--- config.mk ---
export PLATFORM = sky130hd
export DESIGN_NAME = aai_prog_seq
export DESIGN_NICKNAME = d
export VERILOG_FILES = /design/src/rtl/aai_pkg.sv /design/src/rtl/aai_timer.sv /design/src/rtl/aai_mem.sv /design/src/rtl/aai_ctrl.sv /design/src/rtl/aai_prog_seq.sv
export SDC_FILE = /design/constraint.sdc
export NUM_CORES = 2
export LEC_CHECK = 0
export CORE_UTILIZATION = 50
export CTS_BUF_LIST = sky130_fd_sc_hd__clkbuf_4 sky130_fd_sc_hd__clkbuf_8 sky130_fd_sc_hd__clkbuf_16
export CTS_CLUSTER_SIZE = 14
export DETAILED_ROUTE_END_ITERATION = 8
export PLACE_DENSITY = 0.77
export SLEW_MARGIN = 20
export SYNTH_ARGS = -nofsm -noshare
export SYNTH_HDL_FRONTEND = slang
export SYNTH_HIERARCHICAL = 1
export SYNTH_SLANG_ARGS = --single-unit
--- constraint.sdc ---
create_clock -name clk_i -period 6.6 [get_ports clk_i]
set_clock_uncertainty 0.1 [all_clocks]
set_input_delay 1.65 -clock clk_i [delete_from_list [all_inputs] [get_ports clk_i]]
set_output_delay 1.65 -clock clk_i [all_outputs]
set_load 0.02 [all_outputs]
--- src/rtl/aai_pkg.sv ---
package aai_pkg;
  localparam logic [7:0] OP_WREN = 8'h06;
  localparam logic [7:0] OP_WRDI = 8'h04;
  localparam logic [7:0] OP_AAI  = 8'hAF;
endpackage

--- src/rtl/aai_timer.sv ---
module aai_timer #(
  parameter int PROG_CYCLES = 4
) (
  input  logic clk_i,
  input  logic rst_ni,
  input  logic start_i,
  output logic busy_o,
  output logic done_o
);
  localparam int CW = $clog2(PROG_CYCLES + 1);
  localparam logic [CW-1:0] LOAD = CW'(PROG_CYCLES - 1);

  logic [CW-1:0] cnt_q;
  logic          busy_q;

  assign done_o = busy_q && (cnt_q == '0);
  assign busy_o = busy_q;

  always_ff @(posedge clk_i or negedge rst_ni) begin
    if (!rst_ni) begin
      cnt_q  <= '0;
      busy_q <= 1'b0;
    end else if (start_i) begin
      cnt_q  <= LOAD;
      busy_q <= 1'b1;
    end else if (done_o) begin
      busy_q <= 1'b0;
    end else if (busy_q) begin
      cnt_q <= cnt_q - 1'b1;
    end
  end

  AST_NO_RESTART: assert property (@(posedge clk_i) disable iff (!rst_ni)
    start_i |-> !busy_q);
  AST_DONE_ENDS_BUSY: assert property (@(posedge clk_i) disable iff (!rst_ni)
    done_o |=> !busy_q);
endmodule

--- src/rtl/aai_mem.sv ---
module aai_mem #(
  parameter int MEM_BYTES = 256,
  localparam int AW = $clog2(MEM_BYTES)
) (
  input  logic          clk_i,
  input  logic          rst_ni,
  input  logic          we_i,
  input  logic [AW-1:0] waddr_i,
  input  logic [7:0]    wdata_i,
  input  logic [AW-1:0] raddr_i,
  output logic [7:0]    rdata_o
);
  logic [7:0] mem_q [MEM_BYTES];

  always_ff @(posedge clk_i or negedge rst_ni) begin
    if (!rst_ni) begin
      for (int i = 0; i < MEM_BYTES; i++) mem_q[i] <= 8'hFF;
    end else if (we_i) begin
      mem_q[waddr_i] <= mem_q[waddr_i] & wdata_i;  // program clears bits only
    end
  end

  assign rdata_o = mem_q[raddr_i];
endmodule

--- src/rtl/aai_ctrl.sv ---
module aai_ctrl
  import aai_pkg::*;
#(
  parameter int MEM_BYTES  = 256,
  parameter int PROT_BYTES = 32,
  localparam int AW = $clog2(MEM_BYTES)
) (
  input  logic          clk_i,
  input  logic          rst_ni,
  input  logic          cmd_valid_i,
  input  logic [7:0]    cmd_op_i,
  input  logic [23:0]   cmd_addr_i,
  input  logic [7:0]    cmd_data_i,
  input  logic          busy_i,
  input  logic          done_i,
  output logic          start_o,
  output logic [AW-1:0] ptr_o,
  output logic [7:0]    data_o,
  output logic          wel_o,
  output logic          aai_o
);
  localparam int          TOP    = MEM_BYTES - PROT_BYTES - 1;
  localparam logic [23:0] TOP_24 = 24'(TOP);
  localparam logic [AW-1:0] TOP_AW = AW'(TOP);

  logic [AW-1:0] ptr_q;
  logic [7:0]    data_q;
  logic          wel_q, aai_q;
  logic          is_af, acc_start, acc_cont;

  assign is_af     = cmd_valid_i && (cmd_op_i == OP_AAI);
  assign acc_start = is_af && wel_q && !busy_i && !aai_q && (cmd_addr_i <= TOP_24);
  assign acc_cont  = is_af && !busy_i && aai_q;
  assign start_o   = acc_start || acc_cont;

  always_ff @(posedge clk_i or negedge rst_ni) begin
    if (!rst_ni) begin
      ptr_q  <= '0;
      data_q <= 8'hFF;
      wel_q  <= 1'b0;
      aai_q  <= 1'b0;
    end else begin
      if (acc_start) begin
        ptr_q  <= cmd_addr_i[AW-1:0];
        data_q <= cmd_data_i;
        aai_q  <= 1'b1;
      end else if (acc_cont) begin
        ptr_q  <= ptr_q + 1'b1;
        data_q <= cmd_data_i;
      end
      if (cmd_valid_i && cmd_op_i == OP_WREN) wel_q <= 1'b1;
      if (cmd_valid_i && cmd_op_i == OP_WRDI) begin
        wel_q <= 1'b0;
        aai_q <= 1'b0;
      end
      // no wrap: last unprotected byte ends the stream
      if (done_i && aai_q && ptr_q == TOP_AW) begin
        wel_q <= 1'b0;
        aai_q <= 1'b0;
      end
    end
  end

  assign ptr_o  = ptr_q;
  assign data_o = data_q;
  assign wel_o  = wel_q;
  assign aai_o  = aai_q;

  AST_AAI_NEEDS_WEL: assert property (@(posedge clk_i) disable iff (!rst_ni)
    aai_q |-> wel_q);
  AST_WRDI_EXIT: assert property (@(posedge clk_i) disable iff (!rst_ni)
    (cmd_valid_i && cmd_op_i == OP_WRDI) |=> (!aai_q && !wel_q));
  AST_NO_WRAP: assert property (@(posedge clk_i) disable iff (!rst_ni)
    (done_i && aai_q && ptr_q == TOP_AW) |=> (!aai_q && !wel_q));
  AST_PTR_STEP: assert property (@(posedge clk_i) disable iff (!rst_ni)
    acc_cont |=> (ptr_q == $past(ptr_q) + 1'b1));
  AST_BUSY_IGNORE: assert property (@(posedge clk_i) disable iff (!rst_ni)
    (is_af && busy_i) |=> ($stable(ptr_q) && $stable(data_q)));
  AST_PROT_START: assert property (@(posedge clk_i) disable iff (!rst_ni)
    (is_af && !aai_q && cmd_addr_i > TOP_24) |=> !aai_q);
endmodule

--- src/rtl/aai_prog_seq.sv ---
module aai_prog_seq #(
  parameter int MEM_BYTES   = 256,
  parameter int PROT_BYTES  = 32,
  parameter int PROG_CYCLES = 4,
  localparam int AW = $clog2(MEM_BYTES)
) (
  input  logic          clk_i,
  input  logic          rst_ni,
  input  logic          cmd_valid_i,
  input  logic [7:0]    cmd_op_i,
  input  logic [23:0]   cmd_addr_i,
  input  logic [7:0]    cmd_data_i,
  input  logic [AW-1:0] rd_addr_i,
  output logic [7:0]    rd_data_o,
  output logic          busy_o,
  output logic          wel_o,
  output logic          aai_o
);
  logic          start, busy, done;
  logic [AW-1:0] ptr;
  logic [7:0]    data;

  aai_ctrl #(.MEM_BYTES(MEM_BYTES), .PROT_BYTES(PROT_BYTES)) i_ctrl (
    .clk_i, .rst_ni, .cmd_valid_i, .cmd_op_i, .cmd_addr_i, .cmd_data_i,
    .busy_i(busy), .done_i(done), .start_o(start), .ptr_o(ptr),
    .data_o(data), .wel_o, .aai_o
  );

  aai_timer #(.PROG_CYCLES(PROG_CYCLES)) i_timer (
    .clk_i, .rst_ni, .start_i(start), .busy_o(busy), .done_o(done)
  );

  aai_mem #(.MEM_BYTES(MEM_BYTES)) i_mem (
    .clk_i, .rst_ni, .we_i(done), .waddr_i(ptr), .wdata_i(data),
    .raddr_i(rd_addr_i), .rdata_o(rd_data_o)
  );

  assign busy_o = busy;

  AST_WRITE_IN_BUSY: assert property (@(posedge clk_i) disable iff (!rst_ni)
    done |-> busy);
endmodule

==> impl_metrics.py <==
metrics = {
    "floorplanning": {
        "io_pins": 62,
        "floorplan.initialDensity_pct": 50.5,
        "fp.dieW_um": 477,
        "core_area_um2": 223000,
        "die-height_um": 477,
        "row_count": 173,
        "dieArea_um2": 227000,
    },
    "placement": {
        "place_inst": 12100,
        "dpl-instance-area_um2": 116000,
        "io_buffers": 61,
        "place_congestion": 0.995,
        "dpl.hpwl_um": 246000,
    },
    "worst_setup_path": {
        "critPathLaunchType": "input port",
        "r2r_setup_slack_ns": 1.07,
        "cp-end-kind": "primary output",
        "worstSetupPathType": "input port to primary output",
        "critPathMaxFanout": 12,
        "arrival_ns": 4.92,
        "rr_worst_depth": 9,
        "reg2reg_from": "i_ctrl/ptr_o[1]",
        "crit_required_ns": 4.85,
        "r2r_end": "i_mem/mem_q[859]",
    },
    "routing": {
        "wire_per_inst_um": 30.0,
        "num_vias": 88200,
        "drtIter0Drc": 12600,
        "dr.pass1.iters": 7,
        "avgViaCountPerCell": 7.06,
        "route.antenna.remaining_nets": 0,
        "wl_um": 375000,
        "drc_errors": 0,
    },
    "clocking": {
        "cts.sinks": 2070,
        "clockBufferDepth": 3,
        "path_clk_slew_ns": 0.06,
        "cts_tree": "built",
        "cts_max_level": 4,
        "cts-buffers-inserted": 211,
        "worstSkewPairLatency_ns": 0.89,
        "cts_root_buf": "clkbuf_16",
    },
    "sta": {
        "drv_slew": 0,
        "setup-violations-final": 3,
        "period_minus_slack_ns": 6.67,
        "period_share_pct": 101,
        "layout_setup_ws_ns": -0.0701,
        "relSlewSlack_pct": 14.4,
        "max_slew.worst_pin.slew_ns": 1.28,
        "finalHoldViolCount": 0,
        "max_freq_ghz": 0.150,
        "rsz0062_at_grt": "false",
    },
    "power": {
        "vdd_drop_max_uv": 217,
        "leakage_uw": 0.0420,
        "power.density_nw_per_um2": 218,
    },
    "hold_path": {
        "holdPathStages": 2,
        "hp-start": "i_mem/mem_q[36]",
        "hp-class": "flip-flop to flip-flop",
        "min_to": "i_mem/mem_q[36]",
    },
    "synth": {
        "async_flop_share_pct": 100,
        "synthFlopType": "dfstp_2",
        "syn_area_per_cell_um2": 11.6,
        "synth_edf_count": 0,
        "yosys.area.top_type_share_pct": 48.0,
        "synth_area_um2": 113000,
        "synth-warning-count": 6,
        "synth-seq-cells": 2070,
        "synth.area.top_cells": "dfstp_2 (48%), mux4_2 (20%), o31ai_1 (6.8%)",
        "yosysUniqueCellTypes": 54,
        "yosysMostFrequentCell": "dfstp_2",
        "yosys-top-cells-count": "dfstp_2 (2056), nand2_1 (1200), nor2_1 (1190)",
        "synth_area_leader_cell": "dfstp_2",
        "syn-num-nets": 9730,
        "synthCells": 9676,
        "yosysSeqAreaShare_pct": 48.3,
    },
    "finish": {
        "layout-drive-gt1-share_pct": 41.8,
        "n_fill_cell": 17700,
        "final_cells": 12500,
        "area_delta_synth_final_pct": 10.1,
        "final_area_um2": 124000,
        "final_nets": 9383,
    },
    "status": {
        "outcome": "finished with violations",
        "violations": "negative setup slack",
    },
    "global_route": {
        "grt.total_usage_pct": 32.6,
        "overflow": 0,
        "first_global_vias": 87000,
        "antenna_found_initial": 22,
        "grt_pass1_wl_um": 563000,
        "grt_max_degree": 193,
    },
    "run": {
        "maxCapViolCount": 0,
    },
}
-- cell usage in the layout, fill, tap and decap left out, types with 9 or more instances in the layout --
| cell | count |
|---|---|
| a211oi_1 | 14 |
| a21oi_1 | 1065 |
| a221oi_1 | 32 |
| a22o_1 | 32 |
| a22oi_1 | 246 |
| a31oi_1 | 51 |
| and3_1 | 37 |
| buf_12 | 75 |
| buf_4 | 305 |
| bufinv_16 | 14 |
| clkbuf_16 | 215 |
| clkbuf_4 | 38 |
| clkbuf_8 | 44 |
| clkdlybuf4s50_1 | 46 |
| clkinv_2 | 47 |
| clkinvlp_4 | 18 |
| dfrtp_1 | 12 |
| dfstp_2 | 2056 |
| diode_2 | 12 |
| inv_1 | 16 |
| mux2i_1 | 366 |
| mux4_2 | 992 |
| nand2_1 | 1191 |
| nand2b_1 | 10 |
| nand3_1 | 97 |
| nand4_1 | 30 |
| nor2_1 | 1131 |
| nor2_2 | 58 |
| nor2b_1 | 30 |
| nor4_1 | 11 |
| nor4_2 | 10 |
| o211ai_1 | 32 |
| o311ai_0 | 9 |
| o31ai_1 | 1025 |
-- critical path, stage by stage --
cell and delay, ns:
buf_8 0.22, buf_4 0.32, buf_4 0.26, mux4_2 0.25, mux4_2 0.23, mux2i_1 0.10, a22oi_1 0.52, nand2_1 0.34
nor4b_2 0.65, buf_4 0.22, buf_4 0.13
-- routing by layer --
metal,wire length [um],GRT usage [%],up-vias
met1,130000,41.1,44300
met2,165000,47.5,6627
met3,51300,11.4,1618
li1,-,-,35600
met4,28800,21.6,24
met5,162,0,-
-- power breakdown --
group          switching (uW)  internal [uW]  leakage, uW  total, uW
registers                13.4          12800       0.0214      12800
clock network            5310           7150      0.00361      12500
logic                    1290            441       0.0170       1730
total                    6610          20400       0.0420      27000
-- cell type report --
class / instances / area (um^2) / area share [%]
diodes: 12 / 30.0 / 0.0242
multi-input cells: 6589 / 54000 / 43.5
clock buffers: 294 / 6230 / 5.03
repair buffers: 441 / 4560 / 3.67
flip-flops and latches: 2070 / 54400 / 43.9
inverters: 16 / 60.1 / 0.0484
well taps: 2975 / 3720 / 3.00
clock inverters: 98 / 1010 / 0.813
-- state kept, by name, indices dropped and copies added (netlist names) --
signal / count
i_ctrl/aai_o: 1
i_timer/cnt_q: 3
i_ctrl/wel_o: 1
i_ctrl/data_o: 8
i_timer/busy_o: 1
i_mem/mem_q: 2048
i_ctrl/ptr_o: 8
-- kinds of logic (layout without fill, tap and decap cells) --
group,count (synthesis),count (layout),share of synthesized area [%]
and+or+nand+nor,2685,2685,9.60
AOI/OAI and AO/OA,2528,2528,14.6
DFF,2070,2070,48.3
muxes,1373,1373,23.2
buffers and inverters,1017,849,4.28
adders and majority gates,3,3,0.0333
other,0,12,0
-- stage by stage --
stage	hold slack, ns	util, %	setup TNS (ns)	setup slack (ns)	power [uW]
2_1_floorplan	0.357	-	0	0.670	14000
3_3_place_gp	0.364	52.1	-0.707	-0.337	14600
3_5_place_dp	0.369	52.2	-0.634	-0.314	14600
4_1_cts	0.378	55.4	0	0.0161	27000
5_1_grt	0.389	55.6	0	0.00603	27600
6_report	0.379	55.6	-0.0853	-0.0701	27000
-- repair_timing --
action	CTS	global route
gates resized for setup	8	17
setup buffers	0	8
endpoints found under the setup margin	5	8
cloned	0	1
pin swaps	0	1
hold buffers	0	0
-- worst max-delay path by stage --
stage | depth (start not counted) | end | from
after floorplan | 9 | rd_data_o[2] | rd_addr_i[0]
after global placement | 12 | rd_data_o[7] | rd_addr_i[0]
after detailed placement | 11 | rd_data_o[7] | rd_addr_i[0]
after CTS | 11 | rd_data_o[6] | rd_addr_i[0]
after global routing | 11 | rd_data_o[3] | rd_addr_i[0]
final | 11 | rd_data_o[7] | rd_addr_i[0]
(Power assumes the default switching activity.)
